==> config.mk <==
export PLATFORM = sky130hd
export DESIGN_NAME = nib_tx_port
export DESIGN_NICKNAME = d
export VERILOG_FILES = /design/src/rtl/nib_tx_pkg.sv /design/src/rtl/nib_tx_gap_timer.sv /design/src/rtl/nib_tx_nib_sel.sv /design/src/rtl/nib_tx_port.sv
export SDC_FILE = /design/constraint.sdc
export NUM_CORES = 1
export LEC_CHECK = 0
export ABC_AREA = 1
export ABC_CLOCK_PERIOD_IN_PS = 3600
export BUFFER_PORTS_ARGS = -buffer_cell sky130_fd_sc_hd__buf_2
export CORE_ASPECT_RATIO = 0.5
export CORE_MARGIN = 8
export CORE_UTILIZATION = 30
export CTS_BUF_LIST = sky130_fd_sc_hd__clkbuf_8
export DETAILED_ROUTE_END_ITERATION = 12
export HOLD_SLACK_MARGIN = 0.08
export REMOVE_ABC_BUFFERS = 1
export SLEW_MARGIN = 10
export SYNTH_ARGS = -nofsm -noshare
export SYNTH_HDL_FRONTEND = slang
export SYNTH_SLANG_ARGS = --single-unit
==> constraint.sdc <==
create_clock -name tx_clk -period 3.6 [get_ports tx_clk]
set_input_delay 0.54 -clock tx_clk [delete_from_list [all_inputs] [get_ports tx_clk]]
set_output_delay 0.54 -clock tx_clk [all_outputs]
set_load 0.03 [all_outputs]
==> src/rtl/nib_tx_pkg.sv <==
package nib_tx_pkg;

    typedef enum logic [2:0] {
        TX_IDLE,
        TX_PRE,
        TX_SFD,
        TX_LO,
        TX_HI,
        TX_ERR,
        TX_DRAIN
    } tx_state_e;

    typedef enum logic [2:0] {
        SEL_NONE,
        SEL_PRE,
        SEL_SFD,
        SEL_IN_LO,
        SEL_HOLD_HI
    } nib_sel_e;

endpackage

==> src/rtl/nib_tx_gap_timer.sv <==
module nib_tx_gap_timer #(
    parameter int IFG_CLKS = 24
) (
    input  logic tx_clk,
    input  logic rst_n,
    input  logic line_on_d,
    output logic gap_open
);
    localparam int CW = $clog2(IFG_CLKS + 1);
    localparam logic [CW-1:0] FULL = CW'(IFG_CLKS);

    logic [CW-1:0] cnt_d, cnt_q;

    always_comb begin
        if (line_on_d) begin
            cnt_d = '0;
        end else if (cnt_q == FULL) begin
            cnt_d = cnt_q;
        end else begin
            cnt_d = cnt_q + 1'b1;
        end
    end

    always_ff @(posedge tx_clk) begin
        if (!rst_n) begin
            cnt_q <= FULL;
        end else begin
            cnt_q <= cnt_d;
        end
    end

    assign gap_open = (cnt_q == FULL);

endmodule

==> src/rtl/nib_tx_nib_sel.sv <==
module nib_tx_nib_sel
    import nib_tx_pkg::*;
#(
    parameter int               NIB_W   = 4,
    parameter logic [NIB_W-1:0] PRE_PAT = 4'h5,
    parameter logic [NIB_W-1:0] SFD_PAT = 4'hD
) (
    input  nib_sel_e         sel,
    input  logic [NIB_W-1:0] in_lo,
    input  logic [NIB_W-1:0] hold_hi,
    output logic [NIB_W-1:0] nib
);
    always_comb begin
        unique case (sel)
            SEL_PRE:     nib = PRE_PAT;
            SEL_SFD:     nib = SFD_PAT;
            SEL_IN_LO:   nib = in_lo;
            SEL_HOLD_HI: nib = hold_hi;
            default:     nib = '0;
        endcase
    end

endmodule

==> src/rtl/nib_tx_port.sv <==
module nib_tx_port
    import nib_tx_pkg::*;
#(
    parameter int BYTE_W    = 8,
    parameter int PRE_COUNT = 15,
    parameter int IFG_CLKS  = 24
) (
    input  logic              tx_clk,
    input  logic              rst_n,
    input  logic [BYTE_W-1:0] s_byte,
    input  logic              s_valid,
    input  logic              s_last,
    output logic              s_ready,
    input  logic              abort_req,
    output logic [BYTE_W/2-1:0] phy_nib,
    output logic              phy_en,
    output logic              phy_err
);
    localparam int NIB_W = BYTE_W / 2;
    localparam int PRE_W = $clog2(PRE_COUNT + 1);
    localparam logic [PRE_W-1:0] PRE_END = PRE_W'(PRE_COUNT);
    localparam logic [NIB_W-1:0] PRE_PAT = NIB_W'(4'h5);
    localparam logic [NIB_W-1:0] SFD_PAT = NIB_W'(4'hD);

    typedef struct packed {
        tx_state_e        st;
        logic [PRE_W-1:0] pre;
        logic [NIB_W-1:0] hold;
        logic             hold_last;
        logic             fin;
        logic             en;
        logic             err;
    } ctl_t;

    ctl_t             ctl_d, ctl_q;
    nib_sel_e         sel_d;
    logic [NIB_W-1:0] nib_d, nib_q;
    logic             gap_open;
    logic             ready_d;

    // Next-state computation for the whole port
    always_comb begin
        ctl_d   = ctl_q;
        ctl_d.en  = 1'b0;
        ctl_d.err = 1'b0;
        sel_d   = SEL_NONE;
        ready_d = 1'b0;
        unique case (ctl_q.st)
            TX_IDLE: begin
                if (s_valid && gap_open) begin
                    ctl_d.st        = TX_PRE;
                    ctl_d.pre       = PRE_W'(1);
                    ctl_d.fin       = 1'b0;
                    ctl_d.hold_last = 1'b0;
                    ctl_d.en        = 1'b1;
                    sel_d           = SEL_PRE;
                end
            end
            TX_PRE: begin
                ctl_d.en = 1'b1;
                if (abort_req) begin
                    ctl_d.st  = TX_ERR;
                    ctl_d.err = 1'b1;
                end else if (ctl_q.pre == PRE_END) begin
                    ctl_d.st = TX_SFD;
                    sel_d    = SEL_SFD;
                end else begin
                    ctl_d.pre = ctl_q.pre + 1'b1;
                    sel_d     = SEL_PRE;
                end
            end
            TX_SFD, TX_HI: begin
                ctl_d.en = 1'b1;
                if (abort_req) begin
                    ctl_d.st  = TX_ERR;
                    ctl_d.err = 1'b1;
                end else if (ctl_q.st == TX_HI && ctl_q.hold_last) begin
                    ctl_d.st = TX_IDLE;
                    ctl_d.en = 1'b0;
                end else begin
                    ready_d = 1'b1;
                    if (!s_valid) begin
                        ctl_d.st  = TX_ERR;
                        ctl_d.err = 1'b1;
                    end else begin
                        ctl_d.st        = TX_LO;
                        ctl_d.hold      = s_byte[BYTE_W-1:NIB_W];
                        ctl_d.hold_last = s_last;
                        ctl_d.fin       = s_last;
                        sel_d           = SEL_IN_LO;
                    end
                end
            end
            TX_LO: begin
                ctl_d.en = 1'b1;
                if (abort_req) begin
                    ctl_d.st  = TX_ERR;
                    ctl_d.err = 1'b1;
                end else begin
                    ctl_d.st = TX_HI;
                    sel_d    = SEL_HOLD_HI;
                end
            end
            TX_ERR: begin
                ctl_d.st = ctl_q.fin ? TX_IDLE : TX_DRAIN;
            end
            TX_DRAIN: begin
                ready_d = 1'b1;
                if (s_valid && s_last) begin
                    ctl_d.st = TX_IDLE;
                end
            end
            default: begin
                ctl_d.st = TX_IDLE;
            end
        endcase
    end

    always_ff @(posedge tx_clk) begin
        if (!rst_n) begin
            ctl_q <= '0;
            nib_q <= '0;
        end else begin
            ctl_q <= ctl_d;
            nib_q <= nib_d;
        end
    end

    nib_tx_nib_sel #(
        .NIB_W   (NIB_W),
        .PRE_PAT (PRE_PAT),
        .SFD_PAT (SFD_PAT)
    ) i_sel (
        .sel     (sel_d),
        .in_lo   (s_byte[NIB_W-1:0]),
        .hold_hi (ctl_q.hold),
        .nib     (nib_d)
    );

    nib_tx_gap_timer #(
        .IFG_CLKS (IFG_CLKS)
    ) i_gap (
        .tx_clk    (tx_clk),
        .rst_n     (rst_n),
        .line_on_d (ctl_d.en),
        .gap_open  (gap_open)
    );

    assign s_ready = ready_d;
    assign phy_nib = nib_q;
    assign phy_en  = ctl_q.en;
    assign phy_err = ctl_q.err;


    no_reserved_code_chk: assert property (@(posedge tx_clk) disable iff (!rst_n)
        phy_err |-> phy_en);


    err_one_clock_chk: assert property (@(posedge tx_clk) disable iff (!rst_n)
        phy_err |=> (!phy_err && !phy_en));


    pre_first_nib_chk: assert property (@(posedge tx_clk) disable iff (!rst_n)
        $rose(phy_en) |-> (phy_nib == PRE_PAT));


    gap_kept_chk: assert property (@(posedge tx_clk) disable iff (!rst_n)
        $rose(phy_en) |-> $past(gap_open));


    ready_no_err_chk: assert property (@(posedge tx_clk) disable iff (!rst_n)
        s_ready |-> !phy_err);

endmodule

==> results of run 1 <==
==> metal layers <==
metal	routed length (um)	vias to the layer above	global-route usage	part of all wire
met5	0	-	0	0
met4	54	0	0.0428	0.018
met3	80	6	0.0243	0.027
met2	1320	20	0.142	0.45
met1	1480	551	0.102	0.51
li1	-	640	-	-
==> worst max path at each step <==
stage                           startpoint       to  slack [ns]  cells past startpoint
floorplan           ctl_q[14]$_SDFFE_PN0P_  s_ready        1.76                      2
global placement    ctl_q[14]$_SDFFE_PN0P_  s_ready        1.79                      7
detailed placement  ctl_q[14]$_SDFFE_PN0P_  s_ready        1.76                      7
CTS                 ctl_q[14]$_SDFFE_PN0P_  s_ready        1.45                      7
global route        ctl_q[14]$_SDFFE_PN0P_  s_ready        1.32                      7
finish              ctl_q[14]$_SDFFE_PN0P_  s_ready        1.43                      7
==> final cells by class <==
class	instances	area, um2	area share
multi-input combinational	134	739	0.486
sequential	23	460	0.303
inverter	28	108	0.0708
timing repair buffer	19	95.1	0.0626
tap	57	71.3	0.0469
clock buffer	3	41.3	0.0272
clock inverter	1	5.00	0.00329
==> kinds of logic after synthesis <==
family / after synthesis / share of synthesized area
flip-flops: 23 / 0.346
buffers and inverters: 32 / 0.0978
adder cells (fa/ha/maj): 3 / 0.0282
AO/OA/AOI/OAI: 26 / 0.103
XOR/XNOR: 2 / 0.0132
AND/OR/NAND/NOR: 103 / 0.411
==> metrics by stage <==
step,util,power (W)
6_report,0.350,0.00110
5_1_grt,0.350,0.00119
4_1_cts,0.350,0.00110
3_5_place_dp,0.340,0.000936
3_3_place_gp,0.340,0.000932
2_1_floorplan,-,0.000818
==> registers in the layout, indices dropped and copies added, names as in the netlist <==
register and flops:
phy_err 1, phy_nib 4, i_gap.cnt_q 5, phy_en 1
ctl_q 12
==> power by group <==
group / total, W / switching [W] / internal [W]
registers: 0.000371 / 0.0000549 / 0.000317
logic: 0.000561 / 0.000370 / 0.000191
clock network: 0.000163 / 0.0000852 / 0.0000774
total: 0.00110 / 0.000510 / 0.000585
==> placed cells by master, fill, tap and decap left out, types with 2 or more instances in the layout <==
cell,netlist,layout
nand4_1,2,2
o21ai_1,2,2
nand2_1,33,33
nand2_2,3,3
nor2_2,4,4
nor2_1,28,28
clkbuf_8,0,3
nand3_1,16,16
o21ai_0,9,9
nor3_1,3,3
inv_1,24,24
xor2_1,2,2
nor3b_2,2,2
buf_2,0,19
nand3_4,3,3
dfxtp_1,23,23
a21oi_1,12,12
nand2_4,4,4
inv_2,3,3
ha_1,3,3
==> worst max-delay path, delay by kind of cell, from the launching register on <==
family          cells  cell delay, ns
flops               1            0.54
compound gates      2            0.20
buf+inv             2            0.31
simple gates        3            0.30
==> metrics.txt, run 1 <==
status=completed; slowest library cell on the worst path=dfxtp_1; Core Box Area=0.00434 mm2; CP arrival=1.63 ns; HP Start=s_byte[5]; Worst Hold Depth=3; Final Cell Area=between 0.0015 and 0.002 mm2; Global Route Usage Sum=0.0870; share of the synthesized area in the top cell type=0.346; worst slew pin tran=between 0.4 and 0.5 ns; gate count of the mapped netlist=between 150 and 200; worst rel slew slack=0.704; Final Critical Period=around 2.2 ns; share of post-route cells with drive strength above 1=0.221; drt first pass iters=4; final setup vio count=0; H-tree depth=1; initial antenna violation count=0; # diodes=0; Distinct cells, synth=29; Synth Flop Type=dfxtp_1; cts repair resizes=0; VDD IR max=0.168 mV; first-pass GRT wire length=4910 um; Fmax=0.461 GHz; Layout Nets=225; worst r2r path cells=9; placed instance count=261; hold buffer count at CTS=0; CTS buffer count=3; DR WL/cell=approximately 11 um; via count=~1200; Setup Crit Path Kind=flop to output pin; crit share post-route=0.603; clock skew=0.00404 ns; register bit total from synthesis=23; WHS Endpoint=ctl_q[5]$_SDFFE_PN0P_; vias in the first global route=roughly 1100; RSZ-0062 raised after global routing=false; sequential area share after synthesis=0.346; clk buf depth=2; Port Buf Inserts=19; chip width=between 100 and 150 um; startpoint types=flop; vias per cell=around 4.6; Non-Filler Instances=265; CTS tree=done; ANT nets after route=0; DRC Markers=0; die area=0.00695 mm2; WP data required=3.06 ns; worst hold path type=primary input to flop; placed cell area=approximately 0.0015 mm2; Clock transition at path regs=0.08 ns; worst skew pair latency=about 0.27 ns; max cap viols=0; Routability Congestion=about 0.85; most frequent cells after synthesis=33 x nand2_1, 28 x nor2_1, 24 x inv_1, 23 x dfxtp_1, 16 x nand3_1; Fin. Hold Viols=0; Setup WS post-layout=about 1.4 ns; Ys Warns=0; Setup TNS=0 ns; Crit path largest cell delay=between 0.5 and 0.6 ns; Die Y=63.1 um; initial drt markers=87; area leader, netlist=dfxtp_1; Post-synth EDFFs=0; Post-DP HPWL=between 2000 and 2500 um; row count=17; Syn Area/Cell=7.04 um2; top-count cell post-synth=nand2_1; largest net degree at the start of global routing=14; Root Driver=clkbuf_8; FFs w/ async S/R, synth=0; leading post-synthesis cells by cell area=dfxtp_1 35%, nand2_1 9.3%, nor2_1 7.9%; Critical R2R Capture=i_gap.cnt_q[3]$_SDFFE_PN1P_; area of the mapped netlist=0.00133 mm2; Reg-to-Reg Start=i_gap.cnt_q[0]$_SDFFE_PP0P_; Ports=20; P_leak=about 0.76 nW; setup slack at placement=1.76 ns; Slew Viols, Final=0; filler cell count=around 490; CP Capture Type=output pin; R2R Setup Slk=2.11 ns; PwrDens=~720 mW/mm2; Initial Util=0.307; total gr overflow=0; CP Max Fanout=9; Sink Count=23; WHS=0.491 ns; setup repair bufs after CTS=0; Routed WL=about 3000 um; crit-path cells=inv_1, nand2_2, nand2_4, a21oi_1, nand2_1, o21ai_0, buf_2; area grow syn2layout=14.3%
No activity file was read; power rests on OpenSTA's default activity.
==> run 2: changes to the inputs <==
--- a/config.mk
+++ b/config.mk
@@ -5,8 +5,8 @@
 export SDC_FILE = /design/constraint.sdc
 export NUM_CORES = 1
 export LEC_CHECK = 0
-export ABC_AREA = 1
-export ABC_CLOCK_PERIOD_IN_PS = 3600
+export ABC_AREA = 0
+export ABC_CLOCK_PERIOD_IN_PS = 2150
 export BUFFER_PORTS_ARGS = -buffer_cell sky130_fd_sc_hd__buf_2
 export CORE_ASPECT_RATIO = 0.5
 export CORE_MARGIN = 8
==> constraint.sdc (replaced) <==
create_clock -name tx_clk -period 2.15 [get_ports tx_clk]
set_input_delay 0.3225 -clock tx_clk [delete_from_list [all_inputs] [get_ports tx_clk]]
set_output_delay 0.3225 -clock tx_clk [all_outputs]
set_load 0.03 [all_outputs]
==> run 2 against run 1 <==
Synthesized cell count is 30% lower; critical path depth shrank 3; critical endpoint unchanged; die area down 7.1%; hold slack worse by 0.21 ns; clock skew is 0.0032 ns higher; count of clock-buffer cells in the layout is the same; combinational power decreased by 2%; largest power group is now sequential cells.
==> metrics.txt, run 2 <==
most frequent cells after synthesis=23 x dfxtp_1, 13 x nor2_1, 10 x nand2_1, 7 x nand3_1, 6 x mux2i_1; ANT nets after route=0 (unchanged); area leader, netlist=dfxtp_1; Synth Area in Adders=0.0310 (+0.00274); initial drt markers=42 (-52%); final setup vio count=0 (unchanged); Final Cell Area=0.00137 mm2 (-9.6%); area of the mapped netlist=0.00121 mm2 (-8.8%); # diodes=0 (unchanged); Crit path largest cell delay=0.64 ns (+0.10 ns); register bit total from synthesis=23 (unchanged); Final Critical Period=roughly 1.8 ns; chip width=106 um (-3.9%); Layout Nets=163 (-28%); Setup TNS=0 ns (unchanged); Routed WL=2490 um (-15%); Fin. Hold Viols=0 (unchanged); share of post-route cells with drive strength above 1=0.233 (+0.0117); worst rel slew slack=0.663 (-0.0409); CTS buffer count=3 (unchanged); first-pass GRT wire length=4160 um (-15%); Post-Synth XOR/XNOR Area=0.0506 (+0.0374); filler cell count=412 (-15%); placed cell area=0.00133 mm2 (-10%); DR WL/cell=12.5 um (+13%); CP arrival=1.52 ns (-0.11 ns); Syn Area/Cell=9.18 um2 (+31%); worst skew pair latency=0.27 ns (about the same); clk buf depth=2 (unchanged); commonest non-fill, non-tap cell in the layout=dfxtp_1; sequential area share after synthesis=0.380 (+0.0336); largest family of logic cells by synthesized area=simple AND/OR/NAND/NOR gates; proportion of synthesized area in mux cells=0.0495 (+0.0495); Global Route Usage Sum=0.0809 (-0.00617); CP Capture Type=output pin; Die Y=61.0 um (-3.4%); FFs w/ async S/R, synth=0 (unchanged); max FFs per register=12 (unchanged); cts repair resizes=0 (unchanged); hold buffer count at CTS=0 (unchanged); drt first pass iters=4 (unchanged); Biggest register=ctl_q; most frequent cells in the layout=23 x dfxtp_1, 19 x buf_2, 13 x nor2_1; row count=16 (-1); top-count cell post-synth=dfxtp_1; startpoint types=flop; Ports=20 (unchanged); die area=0.00645 mm2 (-7.1%); clock skew=0.00727 ns (+0.00322 ns); vias in the first global route=949 (-17%); RSZ-0062 raised after global routing=false; CP Max Fanout=15 (+6); crit share post-route=0.855; Port Buf Inserts=19 (unchanged); Synth Flop Type=dfxtp_1; total gr overflow=0 (unchanged); WHS=0.284 ns (-0.207 ns); leading post-synthesis cells by cell area=dfxtp_1 38%, mux2i_1 5.0%, nor2_1 4.0%; via count=997 (-18%); setup repair bufs after CTS=0 (unchanged); WP data required=1.83 ns (-1.23 ns); Routability Congestion=0.786 (-7.4%); Initial Util=0.312 (+0.00566); H-tree depth=1 (unchanged); Ys Warns=0 (unchanged); Fmax=approximately 0.54 GHz; post-synthesis simple-gate area fraction=0.249 (-0.162); status=completed; worst hold path type=primary input to flop; P_leak=0.539 nW (-29%); Synth Area in Compound Gates=0.187 (+0.0833); vias per cell=4.99 (+8.5%); initial antenna violation count=0 (unchanged); max cap viols=0 (unchanged); worst slew pin tran=0.505 ns (+0.0612 ns); Post-synth EDFFs=0 (unchanged); CTS tree=done; Clock transition at path regs=0.09 ns (about the same); Post-DP HPWL=1900 um (-17%); share of the synthesized area in the top cell type=0.380 (+0.0336); slowest library cell on the worst path=dfxtp_1; PwrDens=1050 mW/mm2 (+46%); gate count of the mapped netlist=132 (-30%); area grow syn2layout=13.3%; Sink Count=23 (unchanged); Slew Viols, Final=0 (unchanged); Root Driver=clkbuf_8; crit-path cells=nor3b_1, a21oi_1, nor2_1, buf_2; total power=0.00144 W (+32%); VDD IR max=0.236 mV (+41%); DRC Markers=0 (unchanged); Setup Crit Path Kind=flop to output pin; Distinct cells, synth=44 (+52%); largest net degree at the start of global routing=16 (+2); Core Box Area=0.00388 mm2 (-10%)
[run 2: cell count changes in the layout (fill, tap and decap cells not counted), moves of 6 or more]
cell     before  now
nand3_1      16    7
nor2_1       28   13
o21ai_0       9    2
nand2_1      33   10
a21oi_1      12    4
mux2i_1       0    6
inv_1        24    4
[run 2: per-layer routing]
| metal | vias up | GRT usage | wire [um] |
|---|---|---|---|
| met1 | 471 | 0.0894 | 1080 |
| met3 | 4 | 0.0275 | 138 |
| li1 | 499 | - | - |
| met4 | 0 | 0.0396 | 46 |
| met5 | - | 0 | 0 |
| met2 | 23 | 0.140 | 1230 |
[run 2: path summary, 6_finish.rpt]
kind / slack, ns / end / cells after the start / start
max: 0.31 / s_ready / 4 / ctl_q[14]$_SDFFE_PN0P_
min: 0.28 / ctl_q[6]$_SDFFE_PN0P_ / 3 / s_byte[6]
max reg2reg: 0.39 / ctl_q[5]$_SDFFE_PN0P_ / 4 / ctl_q[13]$_SDFFE_PN0P_
min reg2reg: 0.48 / phy_nib[2]$_SDFF_PN0_ / 2 / ctl_q[6]$_SDFFE_PN0P_
[run 2: power breakdown]
part | switching, W | internal, W | total (W) | leakage, nW
clock | 0.000142 | 0.000131 | 0.000274 | 0.0217
combinational | 0.000323 | 0.000229 | 0.000552 | 0.330
sequential | 0.000104 | 0.000512 | 0.000616 | 0.187
total | 0.000569 | 0.000873 | 0.00144 | 0.539
[run 2: worst max-delay path: cells and delay by family (launching register included)]
family / cells / cell delay (ns)
AND/OR/NAND/NOR: 2 / 0.34
flip-flops: 1 / 0.64
AO/OA/AOI/OAI: 1 / 0.06
buffers and inverters: 1 / 0.20
[run 2: cell families (layout without fill, tap and decap cells)]
| group | count (synthesis) | after routing |
|---|---|---|
| xor gates and xnor gates | 7 | 7 |
| muxes | 6 | 6 |
| AOI/OAI and AO/OA | 29 | 29 |
| buffers and inverters | 13 | 27 |
| adders and majority gates | 3 | 3 |
| and+or+nand+nor | 51 | 51 |
| DFF | 23 | 23 |
[run 2: cell type report]
cell class	instances	area, um2	share of cell area
clock buffers	3	41.3	0.0301
clock inverters	1	7.51	0.00546
inverters	4	15.0	0.0109
multi-input cells	96	687	0.500
flip-flops and latches	23	460	0.335
well taps	54	67.6	0.0492
repair buffers	19	95.1	0.0692
[run 2: through the flow]
step | std cells | util | worst slack, ns
after floorplan | 123 | - | 0.579
after CTS | 200 | 0.354 | 0.303
after global routing | 200 | 0.354 | 0.186
after detailed placement | 196 | 0.341 | 0.424
final | 200 | 0.354 | 0.312
after global placement | 196 | 0.341 | 0.471
